`config.mk`:
```
export PLATFORM = sky130hd
export DESIGN_NAME = evtIrqTop
export DESIGN_NICKNAME = d
export VERILOG_FILES = /design/src/rtl/evtIrqPkg.sv /design/src/rtl/evtIrqCtrl.sv /design/src/rtl/evtIrqDatapath.sv /design/src/rtl/evtIrqTop.sv
export SDC_FILE = /design/constraint.sdc
export NUM_CORES = 1
export LEC_CHECK = 0
export BUFFER_PORTS_ARGS = -buffer_cell sky130_fd_sc_hd__buf_2
export CAP_MARGIN = 40
export CORE_ASPECT_RATIO = 1.4
export CORE_MARGIN = 2
export CORE_UTILIZATION = 45
export CTS_CLUSTER_DIAMETER = 100
export CTS_CLUSTER_SIZE = 40
export DETAILED_ROUTE_END_ITERATION = 8
export GPL_TIMING_DRIVEN = 0
export HOLD_SLACK_MARGIN = 0.05
export PLACE_DENSITY = 0.76
export SYNTH_ARGS = -nofsm -noshare
export SYNTH_HDL_FRONTEND = slang
export SYNTH_SLANG_ARGS = --single-unit
export TNS_END_PERCENT = 5
```
`constraint.sdc`:
```
create_clock -name clk -period 1.6 [get_ports clk]
set_input_delay 0.08 -clock clk [delete_from_list [all_inputs] [get_ports clk]]
set_output_delay 0.08 -clock clk [all_outputs]
set_load 0.03 [all_outputs]
```
`src/rtl/evtIrqPkg.sv`:
```
package evtIrqPkg;
  // Register byte offsets; software drivers decode these.
  localparam logic [7:0] OFS_ENABLE  = 8'h1C;
  localparam logic [7:0] OFS_MASK    = 8'h20;
  localparam logic [7:0] OFS_CLEAR   = 8'h24;
  localparam logic [7:0] OFS_STATUS  = 8'h28;
  localparam logic [7:0] OFS_GENERAL = 8'h80;

  // Strobes from the decoder to the register datapath.
  typedef struct packed {
    logic wrEnable;
    logic wrMask;
    logic wrClear;
    logic wrStatus;
    logic rdEnable;
    logic rdMask;
    logic rdStatus;
    logic rdGeneral;
  } regStrobeT;
endpackage

```
`src/rtl/evtIrqCtrl.sv`:
```
module evtIrqCtrl
  import evtIrqPkg::*;
#(
  parameter int unsigned ADDR_W = 8
) (
  input  logic              busWrEn,
  input  logic              busRdEn,
  input  logic [ADDR_W-1:0] busAddr,
  output regStrobeT         strb
);
  localparam int unsigned OFS_W = 8;

  logic [OFS_W-1:0] ofs;

  generate
    if (ADDR_W >= OFS_W) begin : gWide
      assign ofs = busAddr[OFS_W-1:0];
      logic upperZero;
      if (ADDR_W > OFS_W) begin : gUpper
        assign upperZero = (busAddr[ADDR_W-1:OFS_W] == '0);
      end else begin : gNoUpper
        assign upperZero = 1'b1;
      end
      logic hit;
      assign hit = upperZero;
      always_comb begin
        strb = '0;
        if (hit) begin
          strb.wrEnable  = busWrEn && (ofs == OFS_ENABLE);
          strb.wrMask    = busWrEn && (ofs == OFS_MASK);
          strb.wrClear   = busWrEn && (ofs == OFS_CLEAR);
          strb.wrStatus  = busWrEn && (ofs == OFS_STATUS);
          strb.rdEnable  = busRdEn && (ofs == OFS_ENABLE);
          strb.rdMask    = busRdEn && (ofs == OFS_MASK);
          strb.rdStatus  = busRdEn && (ofs == OFS_STATUS);
          strb.rdGeneral = busRdEn && (ofs == OFS_GENERAL);
        end
      end
    end else begin : gNarrow
      assign ofs = OFS_W'(busAddr);
      always_comb begin
        strb = '0;
        strb.wrEnable  = busWrEn && (ofs == OFS_ENABLE);
        strb.wrMask    = busWrEn && (ofs == OFS_MASK);
        strb.wrClear   = busWrEn && (ofs == OFS_CLEAR);
        strb.wrStatus  = busWrEn && (ofs == OFS_STATUS);
        strb.rdEnable  = busRdEn && (ofs == OFS_ENABLE);
        strb.rdMask    = busRdEn && (ofs == OFS_MASK);
        strb.rdStatus  = busRdEn && (ofs == OFS_STATUS);
        strb.rdGeneral = busRdEn && (ofs == OFS_GENERAL);
      end
    end
  endgenerate

  // At most one write target and one read target per cycle.
  always_comb begin
    assert ($countones({strb.wrEnable, strb.wrMask, strb.wrClear, strb.wrStatus}) <= 1)
      else $error("AST_ONE_WRITE_TARGET");
  end
endmodule

```
`src/rtl/evtIrqDatapath.sv`:
```
module evtIrqDatapath
  import evtIrqPkg::*;
#(
  parameter int unsigned NUM_EVT = 9,
  parameter int unsigned DATA_W  = 32,
  parameter int unsigned GEN_W   = 5
) (
  input  logic               clk,
  input  logic               rstN,
  input  regStrobeT          strb,
  input  logic [DATA_W-1:0]  wData,
  input  logic [NUM_EVT-1:0] evtPulse,
  input  logic [GEN_W-1:0]   bridgeState,
  output logic [DATA_W-1:0]  rData,
  output logic               irqOut
);
  logic [NUM_EVT-1:0] enableQ;
  logic [NUM_EVT-1:0] maskQ;
  logic [NUM_EVT-1:0] statusQ;
  logic [NUM_EVT-1:0] setVec;
  logic               irqQ;

  assign setVec = evtPulse & enableQ;

  always_ff @(posedge clk or negedge rstN) begin
    if (!rstN) begin
      enableQ <= '0;
      maskQ   <= '0;
    end else begin
      if (strb.wrEnable) enableQ <= wData[NUM_EVT-1:0];
      if (strb.wrMask)   maskQ   <= wData[NUM_EVT-1:0];
    end
  end

  // One sticky flop per event; an enabled pulse outranks both write paths.
  generate
    for (genvar i = 0; i < NUM_EVT; i++) begin : gStatus
      always_ff @(posedge clk or negedge rstN) begin
        if (!rstN)                        statusQ[i] <= 1'b0;
        else if (setVec[i])               statusQ[i] <= 1'b1;
        else if (strb.wrStatus)           statusQ[i] <= wData[i];
        else if (strb.wrClear && wData[i]) statusQ[i] <= 1'b0;
      end
    end
  endgenerate

  always_ff @(posedge clk or negedge rstN) begin
    if (!rstN) irqQ <= 1'b0;
    else       irqQ <= |(statusQ & ~maskQ);
  end
  assign irqOut = irqQ;

  always_comb begin
    rData = '0;
    if (strb.rdEnable)  rData[NUM_EVT-1:0] = enableQ;
    if (strb.rdMask)    rData[NUM_EVT-1:0] = maskQ;
    if (strb.rdStatus)  rData[NUM_EVT-1:0] = statusQ;
    if (strb.rdGeneral) rData[GEN_W-1:0]   = bridgeState;
  end

  AST_SET_NEEDS_ENABLE: assert property (@(posedge clk) disable iff (!rstN)
    !strb.wrStatus |=> ((statusQ & ~$past(statusQ) & ~$past(enableQ)) == '0));
  AST_STATUS_STICKY: assert property (@(posedge clk) disable iff (!rstN)
    (!strb.wrStatus && !strb.wrClear) |=> ((~statusQ & $past(statusQ)) == '0));
  AST_SET_BEATS_CLEAR: assert property (@(posedge clk) disable iff (!rstN)
    (setVec != '0) |=> ((statusQ & $past(setVec)) == $past(setVec)));
  AST_IRQ_FOLLOWS_STATUS: assert property (@(posedge clk) disable iff (!rstN)
    1'b1 |=> (irqOut == $past(|(statusQ & ~maskQ))));
  AST_RESERVED_ZERO: assert property (@(posedge clk) disable iff (!rstN)
    rData[DATA_W-1:NUM_EVT] == '0);
  AST_CLEAR_READS_ZERO: assert property (@(posedge clk) disable iff (!rstN)
    (strb.rdEnable == 1'b0 && strb.rdMask == 1'b0 && strb.rdStatus == 1'b0 &&
     strb.rdGeneral == 1'b0) |-> (rData == '0));
endmodule

```
`src/rtl/evtIrqTop.sv`:
```
module evtIrqTop
  import evtIrqPkg::*;
#(
  parameter int unsigned NUM_EVT = 9,
  parameter int unsigned DATA_W  = 32,
  parameter int unsigned ADDR_W  = 8,
  parameter int unsigned GEN_W   = 5
) (
  input  logic               clk,
  input  logic               rstN,
  input  logic [NUM_EVT-1:0] evtPulse,
  input  logic [GEN_W-1:0]   bridgeState,
  input  logic               busWrEn,
  input  logic               busRdEn,
  input  logic [ADDR_W-1:0]  busAddr,
  input  logic [DATA_W-1:0]  busWData,
  output logic [DATA_W-1:0]  busRData,
  output logic               irqOut
);
  regStrobeT strb;

  evtIrqCtrl #(.ADDR_W(ADDR_W)) uCtrl (
    .busWrEn (busWrEn),
    .busRdEn (busRdEn),
    .busAddr (busAddr),
    .strb    (strb)
  );

  evtIrqDatapath #(.NUM_EVT(NUM_EVT), .DATA_W(DATA_W), .GEN_W(GEN_W)) uData (
    .clk         (clk),
    .rstN        (rstN),
    .strb        (strb),
    .wData       (busWData),
    .evtPulse    (evtPulse),
    .bridgeState (bridgeState),
    .rData       (busRData),
    .irqOut      (irqOut)
  );
endmodule

```
Yosys cells after proc, flatten, opt, wreduce, memory -nomap -nowiden
Index checks and enable logic that the tools add are counted.
{ "op_classes": {"addsub": 0, "mul": 0, "n_div": 0, "order_cmp": 0, "n_eq_ne": 5, "shifts": 0, "n_mux": 31, "bitwise_logic": 3, "reduce_logical": 27} }
{ "ops": {"columns": ["cell", "n"], "rows": [
  ["$mux 1", 27],
  ["$mux 9", 3],
  ["$reduce_bool 3->1", 9],
  ["$eq 8x6->1 const B", 3],
  ["$and 9x9->9", 2],
  ["$logic_and 1x1->1", 17],
  ["$not 9->9", 1],
  ["$reduce_or 9->1", 1],
  ["$eq 8x5->1 const B", 1],
  ["$eq 8x8->1 const B", 1],
  ["$mux 5", 1]
]} }
{ "word_totals": {"ff_bits": 28, "latch_bits": 0, "mem_bits_rw": 0, "romBits": 0, "input_bits": 58, "out_inout_bits": 33, "wordCells": 78, "memories": 0} }

Logic depth before layout (Yosys ltp)
Gate-level depths: netlist (run 1).
{ "depth": {"word_depth": 6, "mapped_depth": 7} }

Hierarchy
Synthesis (run 1) repeated with hierarchy kept, for this count alone.
{ "unflattened": {"cells_unflattened": 188, "hier_area_um2": 1809.2} }
{ "by_module_without_submodules": {"columns": ["mod", "n_inst", "cells_per_inst", "area_each_um2"], "rows": [
  ["evtIrqDatapath", 1, 170, 1660.3],
  ["evtIrqCtrl", 1, 18, 148.9]
]} }

Worst setup path after synthesis (run 1)
Ideal clock, no wire load.
{ "synth_timing": {"path_type": "input port to output port", "from": "input port busAddr[6]", "to": "output port busRData[3]", "t_arrival_ns": 1.853, "t_required_ns": 1.520, "setup_slack_ns": -0.333, "stages": 6, "n_path_buf": 2, "path_cell_list": "buf_2 or4b_4 buf_6 nor3_1 a221oi_1 a211oi_1"} }
{ "synth_between": {"elab_chain_len": 6, "elab_cells_between_ends": 12} }
{ "synth_lines": {"columns": ["element", "line_no", "text"], "rows": [
  ["start, declared", "evtIrqTop.sv:15", "input logic [ADDR_W-1:0] busAddr,"],
  ["$eq 8x5->1", "evtIrqCtrl.sv:33", "strb.rdEnable = busRdEn && (ofs == OFS_ENABLE);"],
  ["$logic_and 1x1->1", "evtIrqCtrl.sv:33", null],
  ["$mux 9", "evtIrqDatapath.sv:55", "if (strb.rdEnable) rData[NUM_EVT-1:0] = enableQ;"],
  ["$mux 9", "evtIrqDatapath.sv:56", "if (strb.rdMask) rData[NUM_EVT-1:0] = maskQ;"],
  ["$mux 9", "evtIrqDatapath.sv:57", "if (strb.rdStatus) rData[NUM_EVT-1:0] = statusQ;"],
  ["$mux 5 (*)", "evtIrqDatapath.sv:58", "if (strb.rdGeneral) rData[GEN_W-1:0] = bridgeState;"],
  ["end, declared", "evtIrqTop.sv:17", "output logic [DATA_W-1:0] busRData,"]
]} }
Mark *: on every way between the ends. The rest lies on a longest branch, timed or not.

Worst setup path after layout (run 1)
{ "layout_timing": {"from": "input port busAddr[7]", "to": "register uData.maskQ[4]"} }
{ "layout_between": {"elab_chain_len": 2} }
{ "layout_lines": {"columns": ["element", "line_no", "text"], "rows": [
  ["$eq 8x6->1", "evtIrqCtrl.sv:30", "strb.wrMask = busWrEn && (ofs == OFS_MASK);"],
  ["$logic_and 1x1->1", "evtIrqCtrl.sv:30", null],
  ["end signal, assigned", "evtIrqDatapath.sv:31", "if (strb.wrMask) maskQ <= wData[NUM_EVT-1:0];"],
  ["end, declared", "evtIrqDatapath.sv:18", "logic [NUM_EVT-1:0] maskQ;"]
]} }
Every way passes these cells.
A chain may end at the register's enable or synchronous reset.

==> impl_metrics.py, run 1 <==
metrics = {
    "status": {
        "status": "finished, violations left",
        "violations": "negative setup slack",
    },
    "pwr": {
        "power.switching_w": 0.000594,
        "swShare_pct": 31.5,
        "leakage_nw": 1.15,
        "pwr-share-comb_pct": 27.6,
        "finalPower_w": 0.00189,
        "power.ir.vdd_worst_uv": 536,
        "powerDensity_nw_per_um2": 773,
        "pwr-share-seq_pct": 49.5,
        "power_frac_clock_pct": 22.9,
        "power.internal_w": 0.00129,
    },
    "clocking": {
        "clock_latency_ns": 0.27,
        "max-clock-path-buffers": 2,
        "cts.sinks": 28,
        "htree_levels": 1,
        "clkSlewWorstSetupHoldPaths_ns": 0.09,
        "cts_made_buffers": 3,
        "cts_root_buf": "clkbuf_8",
        "cts_tree": "done",
    },
    "routing": {
        "drc": 0,
        "first_pass_iters": 4,
        "vias": 1721,
        "drt_iter0_markers": 61,
        "ant_nets": 0,
        "routed_wl_um": 4590,
        "avgViaCountPerCell": 5.23,
        "drt-wirelength-per-cell_um": 14.0,
    },
    "floorplan": {
        "initial_core_util_pct": 46.3,
        "coreArea_um2": 3850,
        "rows": 27,
        "die_area_um2": 4490,
        "dieHeight_um": 78.5,
        "io_pins": 91,
        "die_x_um": 57.2,
    },
    "run": {
        "cap_violations": 0,
    },
    "place": {
        "routabilityCongestion": 0.858,
        "port_buffers": 42,
        "dp_hpwl_um": 3280,
        "dpl_cell_area_um2": 2160,
        "dp_cells": 315,
        "pre_cts_ws_ns": -0.583,
    },
    "final_layout": {
        "final_cells": 329,
        "nets": 345,
        "layout_commonest_cell": "nand2_1",
        "antenna_cells": 0,
        "mostFrequentLayoutCells": "37 x nand2_1, 33 x buf_2, 30 x buf_4",
        "syn_to_final_growth_pct": 36.9,
        "drive_gt1_share_pct": 35.7,
        "final_cell_area_um2": 2440,
        "fill_cells": 352,
        "final_util_pct": 63.4,
    },
    "timing": {
        "finalCriticalPeriod_ns": 1.61,
        "slew_headroom_pct": 57.8,
        "drv_slew": 0,
        "setup_violations": 2,
        "rsz0062_at_grt": "true",
        "hold_viol": 0,
        "fin_crit_sh_pct": 100,
        "fmaxAchievable_mhz": 622,
        "timing.final.ws_setup_ns": -0.00658,
        "max_slew.worst_pin.slew_ns": 0.634,
        "skew_ns": 0.00436,
    },
    "synth": {
        "synth_edf_count": 0,
        "syn_inst": 208,
        "avgSynthCellArea_um2": 8.57,
        "ys_ff_latch": 28,
        "synth-main-ff-cell": "dfrtp_1",
        "async_flop_share_pct": 100,
        "ys_warn_count": 0,
        "ys_seq_area_share_pct": 39.3,
        "synth_cell_types": 32,
        "synth.cell_area_um2": 1780,
    },
    "setup_path": {
        "worst-endpoint-arrival_ns": 1.77,
        "critPathKind": "primary input to flip-flop",
        "critPathLaunchType": "primary input",
        "cp.depth": 4,
        "crit_required_ns": 1.76,
        "cp-end-kind": "flip-flop",
        "crit_family": "simple AND/OR/NAND/NOR gates",
        "cpPeakStageDelay_ns": 0.64,
        "r2r_cells": 4,
        "crit_fanout": 9,
        "cp_num_buf_inv": 1,
        "crit_chain": "buf_12 -> or4b_4 -> nor4b_4 -> mux2_2",
        "critPathSlowestCell": "or4b_4",
    },
    "min_path": {
        "hold_depth": 3,
        "hold_path.class": "primary input to flip-flop",
    },
    "global_route": {
        "grt_pass1_wl_um": 7310,
        "grt_max_degree": 29,
        "grt_pass1_vias": 1601,
        "use_met1_pct": 25.4,
        "busiest_layer": "met2",
        "use_met2_pct": 35.2,
        "grt_overflow": 0,
        "grt_antenna_before_repair": 0,
        "grt.total_usage_pct": 20.8,
        "use_met3_pct": 2.80,
    },
}
==> metrics by stage <==
stage | hold WS [ns] | setup TNS [ns]
6_report | 0.0518 | -0.0113
5_1_grt | 0.0648 | -0.267
4_1_cts | 0.0507 | -0.0780
3_5_place_dp | 0.133 | -6.18
3_3_place_gp | 0.131 | -5.72
2_1_floorplan | -0.216 | -0.752
==> final timing paths <==
path / from / end / slack, ns
worst min register to register: uData.enableQ[0] / uData.statusQ[0] / 0.50
worst max register to register: uData.statusQ[4] / uData.irqOut / 0.45
max in group asynchronous: rstN / uData.maskQ[3] / 0.84
worst max-delay path: busAddr[7] / uData.maskQ[4] / -0.007
min in group asynchronous: rstN / uData.irqOut / 0.35
worst min-delay path: busWData[1] / uData.maskQ[1] / 0.05
==> final cells by class <==
type | count | area (um^2) | share of cell area, %
multi-input combinational | 159 | 995 | 40.8
buffer | 31 | 233 | 9.54
timing repair buffer | 54 | 365 | 15.0
inverter | 10 | 37.5 | 1.54
sequential | 28 | 701 | 28.7
clock buffer | 4 | 55.1 | 2.26
tap | 43 | 53.8 | 2.21
==> logic make-up after synthesis <==
group                  share of synthesized area [%]
AO/OA/AOI/OAI                                   15.9
other                                          0.210
multiplexers                                    6.95
AND/OR/NAND/NOR                                 22.4
flip-flops                                      39.3
buffers and inverters                           15.2
==> cell usage after synthesis (all sizes together), types with 2 or more instances <==
| library cell | count | share of area, % |
|---|---|---|
| nand2 | 37 | 7.8 |
| dfrtp | 28 | 39 |
| buf | 27 | 12 |
| o21ai | 20 | 5.6 |
| a21oi | 13 | 3.7 |
| mux2 | 11 | 7.0 |
| inv | 10 | 2.1 |
| nand3 | 10 | 2.8 |
| nor3 | 8 | 2.2 |
| clkbuf | 6 | 1.3 |
| nor4b | 6 | 3.8 |
| nor2 | 5 | 1.1 |
| o22ai | 5 | 1.8 |
| a2bb2oi | 4 | 2.0 |
| a221oi | 2 | 0.98 |
| nor2b | 2 | 0.70 |
| or3 | 2 | 0.70 |
==> layer usage <==
| metal | wire length, um | share of wire, % |
|---|---|---|
| met3 | 362 | 7.9 |
| met4 | 76 | 1.7 |
| met2 | 2300 | 50 |
| met1 | 1860 | 40 |
| met5 | 0 | 0 |
==> worst register-to-register path, cell delays in order (launching register included) <==
cell	delay [ns]
dfrtp_1	0.41
inv_1	0.06
o22ai_1	0.08
a221oi_1	0.33
nand3_1	0.14
==> power by group through the flow <==
stage / clock network [W] / logic [W] / registers (W)
after global placement: 0 / 0.000472 / 0.000944
after detailed placement: 0 / 0.000479 / 0.000946
final: 0.000432 / 0.000521 / 0.000934
after CTS: 0.000449 / 0.000513 / 0.000931
after global routing: 0.000481 / 0.000573 / 0.000948
after floorplan: 0 / 0.000337 / 0.000940
==> timing repair <==
action | 4_1_cts | 5_1_grt
buffers inserted | 0 | 1
endpoints found under the hold margin | 38 | 0
hold buffers | 11 | 0
setup endpoints to repair | 9 | 22
pin swaps | 5 | 5
resized for setup | 26 | 12
==> state kept, by name (all words and copies together), names as in the netlist <==
register / flops
uData.irqOut: 1
uData.statusQ: 9
uData.enableQ: 9
uData.maskQ: 9
Note: power is estimated with default switching activity, not from simulation.
==> run 2: changes to the inputs <==
Settings changed: RECOVER_POWER from default to 50.
==> run 2 against run 1 <==
Effect of this change: the flow still finishes with violations (negative setup slack); die area stayed put; utilization unchanged; worst setup slack improved by 0.0024 ns; critical path type unchanged; via count up 0.12%; sequential power hardly changed; combinational power about the same; global-route usage is the same; critical path depth is the same; register-to-register slack about the same; sequential cell count stayed put.
==> impl_metrics.py, run 2 (synthesis gave the netlist of run 1 again) <==
metrics = {
    "routing": {
        "drt-wirelength-per-cell_um": 14.0,
        "first_pass_iters": 4,
        "ant_nets": 0,
        "routed_wl_um": 4620,
        "drc": 0,
        "drt_iter0_markers": 61,
        "vias": 1723,
        "avgViaCountPerCell": 5.24,
    },
    "global_route": {
        "grt.total_usage_pct": 20.8,
        "grt_max_degree": 29,
        "grt_antenna_before_repair": 0,
        "grt_pass1_wl_um": 7310,
        "grt_pass1_vias": 1601,
        "grt_overflow": 0,
    },
    "final_layout": {
        "antenna_cells": 0,
        "largestRegisters": "uData.enableQ x9, uData.maskQ x9, uData.statusQ x9",
        "syn_to_final_growth_pct": 36.9,
        "fill_cells": 352,
        "layout_commonest_cell": "nand2_1",
        "final_cell_area_um2": 2440,
        "nets": 345,
        "final_cells": 329,
        "mostFrequentLayoutCells": "37 x nand2_1, 32 x buf_2, 30 x buf_4",
        "drive_gt1_share_pct": 35.7,
    },
    "setup_path": {
        "crit_start": "busAddr[7]",
        "crit_fanout": 9,
        "crit_required_ns": 1.76,
        "critPathLaunchType": "primary input",
        "crit_chain": "buf_12 -> or4b_4 -> nor4b_4 -> mux2_2",
        "cp-end-kind": "flip-flop",
        "cpPeakStageDelay_ns": 0.64,
        "worst-endpoint-arrival_ns": 1.77,
        "r2r_start": "uData.statusQ[4]",
        "critPathSlowestCell": "or4b_4",
        "critPathKind": "primary input to flip-flop",
    },
    "floorplan": {
        "rows": 27,
        "die_x_um": 57.2,
        "initial_core_util_pct": 46.3,
        "die_area_um2": 4490,
        "io_pins": 91,
        "dieHeight_um": 78.5,
        "coreArea_um2": 3850,
    },
    "clocking": {
        "cts_root_buf": "clkbuf_8",
        "cts.sinks": 28,
        "cts_tree": "done",
        "max-clock-path-buffers": 2,
        "clock_latency_ns": 0.27,
        "htree_levels": 1,
        "clkSlewWorstSetupHoldPaths_ns": 0.09,
        "cts_made_buffers": 3,
    },
    "timing": {
        "setup_violations": 2,
        "fmaxAchievable_mhz": 623,
        "finalCriticalPeriod_ns": 1.60,
        "slew_headroom_pct": 52.8,
        "max_slew.worst_pin.slew_ns": 0.708,
        "skew_ns": 0.00642,
        "timing.final.ws_setup_ns": -0.00419,
        "drv_slew": 0,
        "hold_slack_ns": 0.0508,
        "rsz0062_at_grt": "true",
        "fin_crit_sh_pct": 100,
        "hold_viol": 0,
    },
    "pwr": {
        "power.switching_w": 0.000598,
        "pwr-share-seq_pct": 49.5,
        "power_frac_clock_pct": 22.9,
        "power.ir.vdd_worst_uv": 537,
        "leakage_nw": 1.15,
        "powerDensity_nw_per_um2": 775,
        "swShare_pct": 31.6,
        "finalPower_w": 0.00189,
        "pwr-share-comb_pct": 27.6,
        "power.internal_w": 0.00129,
    },
    "place": {
        "dp_hpwl_um": 3280,
        "port_buffers": 42,
        "routabilityCongestion": 0.858,
        "dpl_cell_area_um2": 2160,
        "pre_cts_ws_ns": -0.583,
        "dp_cells": 315,
    },
    "min_path": {
        "hold_path.class": "primary input to flip-flop",
        "min_from": "busWData[1]",
    },
    "status": {
        "violations": "negative setup slack",
        "status": "finished, violations left",
    },
    "run": {
        "cap_violations": 0,
    },
}
[run 2: final cells by class]
| type | instances | area (um^2) | share of cell area, % |
|---|---|---|---|
| Clock buffer | 4 | 55.1 | 2.26 |
| Inverter | 10 | 37.5 | 1.54 |
| Tap cell | 43 | 53.8 | 2.21 |
| Multi-Input combinational cell | 159 | 995 | 40.8 |
| Timing Repair Buffer | 54 | 365 | 15.0 |
| Sequential cell | 28 | 701 | 28.7 |
| Buffer | 31 | 233 | 9.54 |
[run 2: layer usage]
layer	track usage, %	wire length, um	vias up
met5	0	0	-
met4	10.5	77	0
met3	2.80	329	7
met2	35.2	2310	71
met1	25.4	1910	801
li1	-	-	844
[run 2: timing repair]
| action | 4_1_cts | 5_1_grt |
|---|---|---|
| endpoints found under the setup margin | 9 | 22 |
| hold buffers | 11 | 0 |
| gates resized for setup | 26 | 12 |
| buffers inserted | 0 | 1 |
| endpoints found under the hold margin | 38 | 0 |
| pin swaps | 5 | 5 |
[run 2: final timing paths]
check / cells past startpoint / endpoint / slack, ns
min in group asynchronous: 2 / uData.irqOut / 0.37
min reg2reg: 2 / uData.statusQ[0] / 0.51
max reg2reg: 4 / uData.irqOut / 0.44
max in group asynchronous: 2 / uData.maskQ[3] / 0.77
min: 3 / uData.maskQ[1] / 0.05
max: 4 / uData.maskQ[4] / -0.004
[run 2: worst max-delay path, delay by kind of cell]
kind | cells | cell delay [ns]
simple gates | 2 | 1.17
buf+inv | 1 | 0.12
mux | 1 | 0.40
[run 2: power by group through the flow]
stage | Combinational (W) | Clock [W] | Sequential [W]
6_report | 0.000522 | 0.000433 | 0.000935
5_1_grt | 0.000573 | 0.000481 | 0.000948
4_1_cts | 0.000513 | 0.000449 | 0.000931
3_5_place_dp | 0.000479 | 0 | 0.000946
3_3_place_gp | 0.000472 | 0 | 0.000944
2_1_floorplan | 0.000337 | 0 | 0.000940
[run 2: stage by stage]
stage / utilization [%] / setup TNS [ns]
2_1_floorplan: - / -0.752
3_3_place_gp: 56.0 / -5.72
3_5_place_dp: 56.0 / -6.18
4_1_cts: 62.5 / -0.0780
5_1_grt: 63.4 / -0.267
6_report: 63.4 / -0.00680
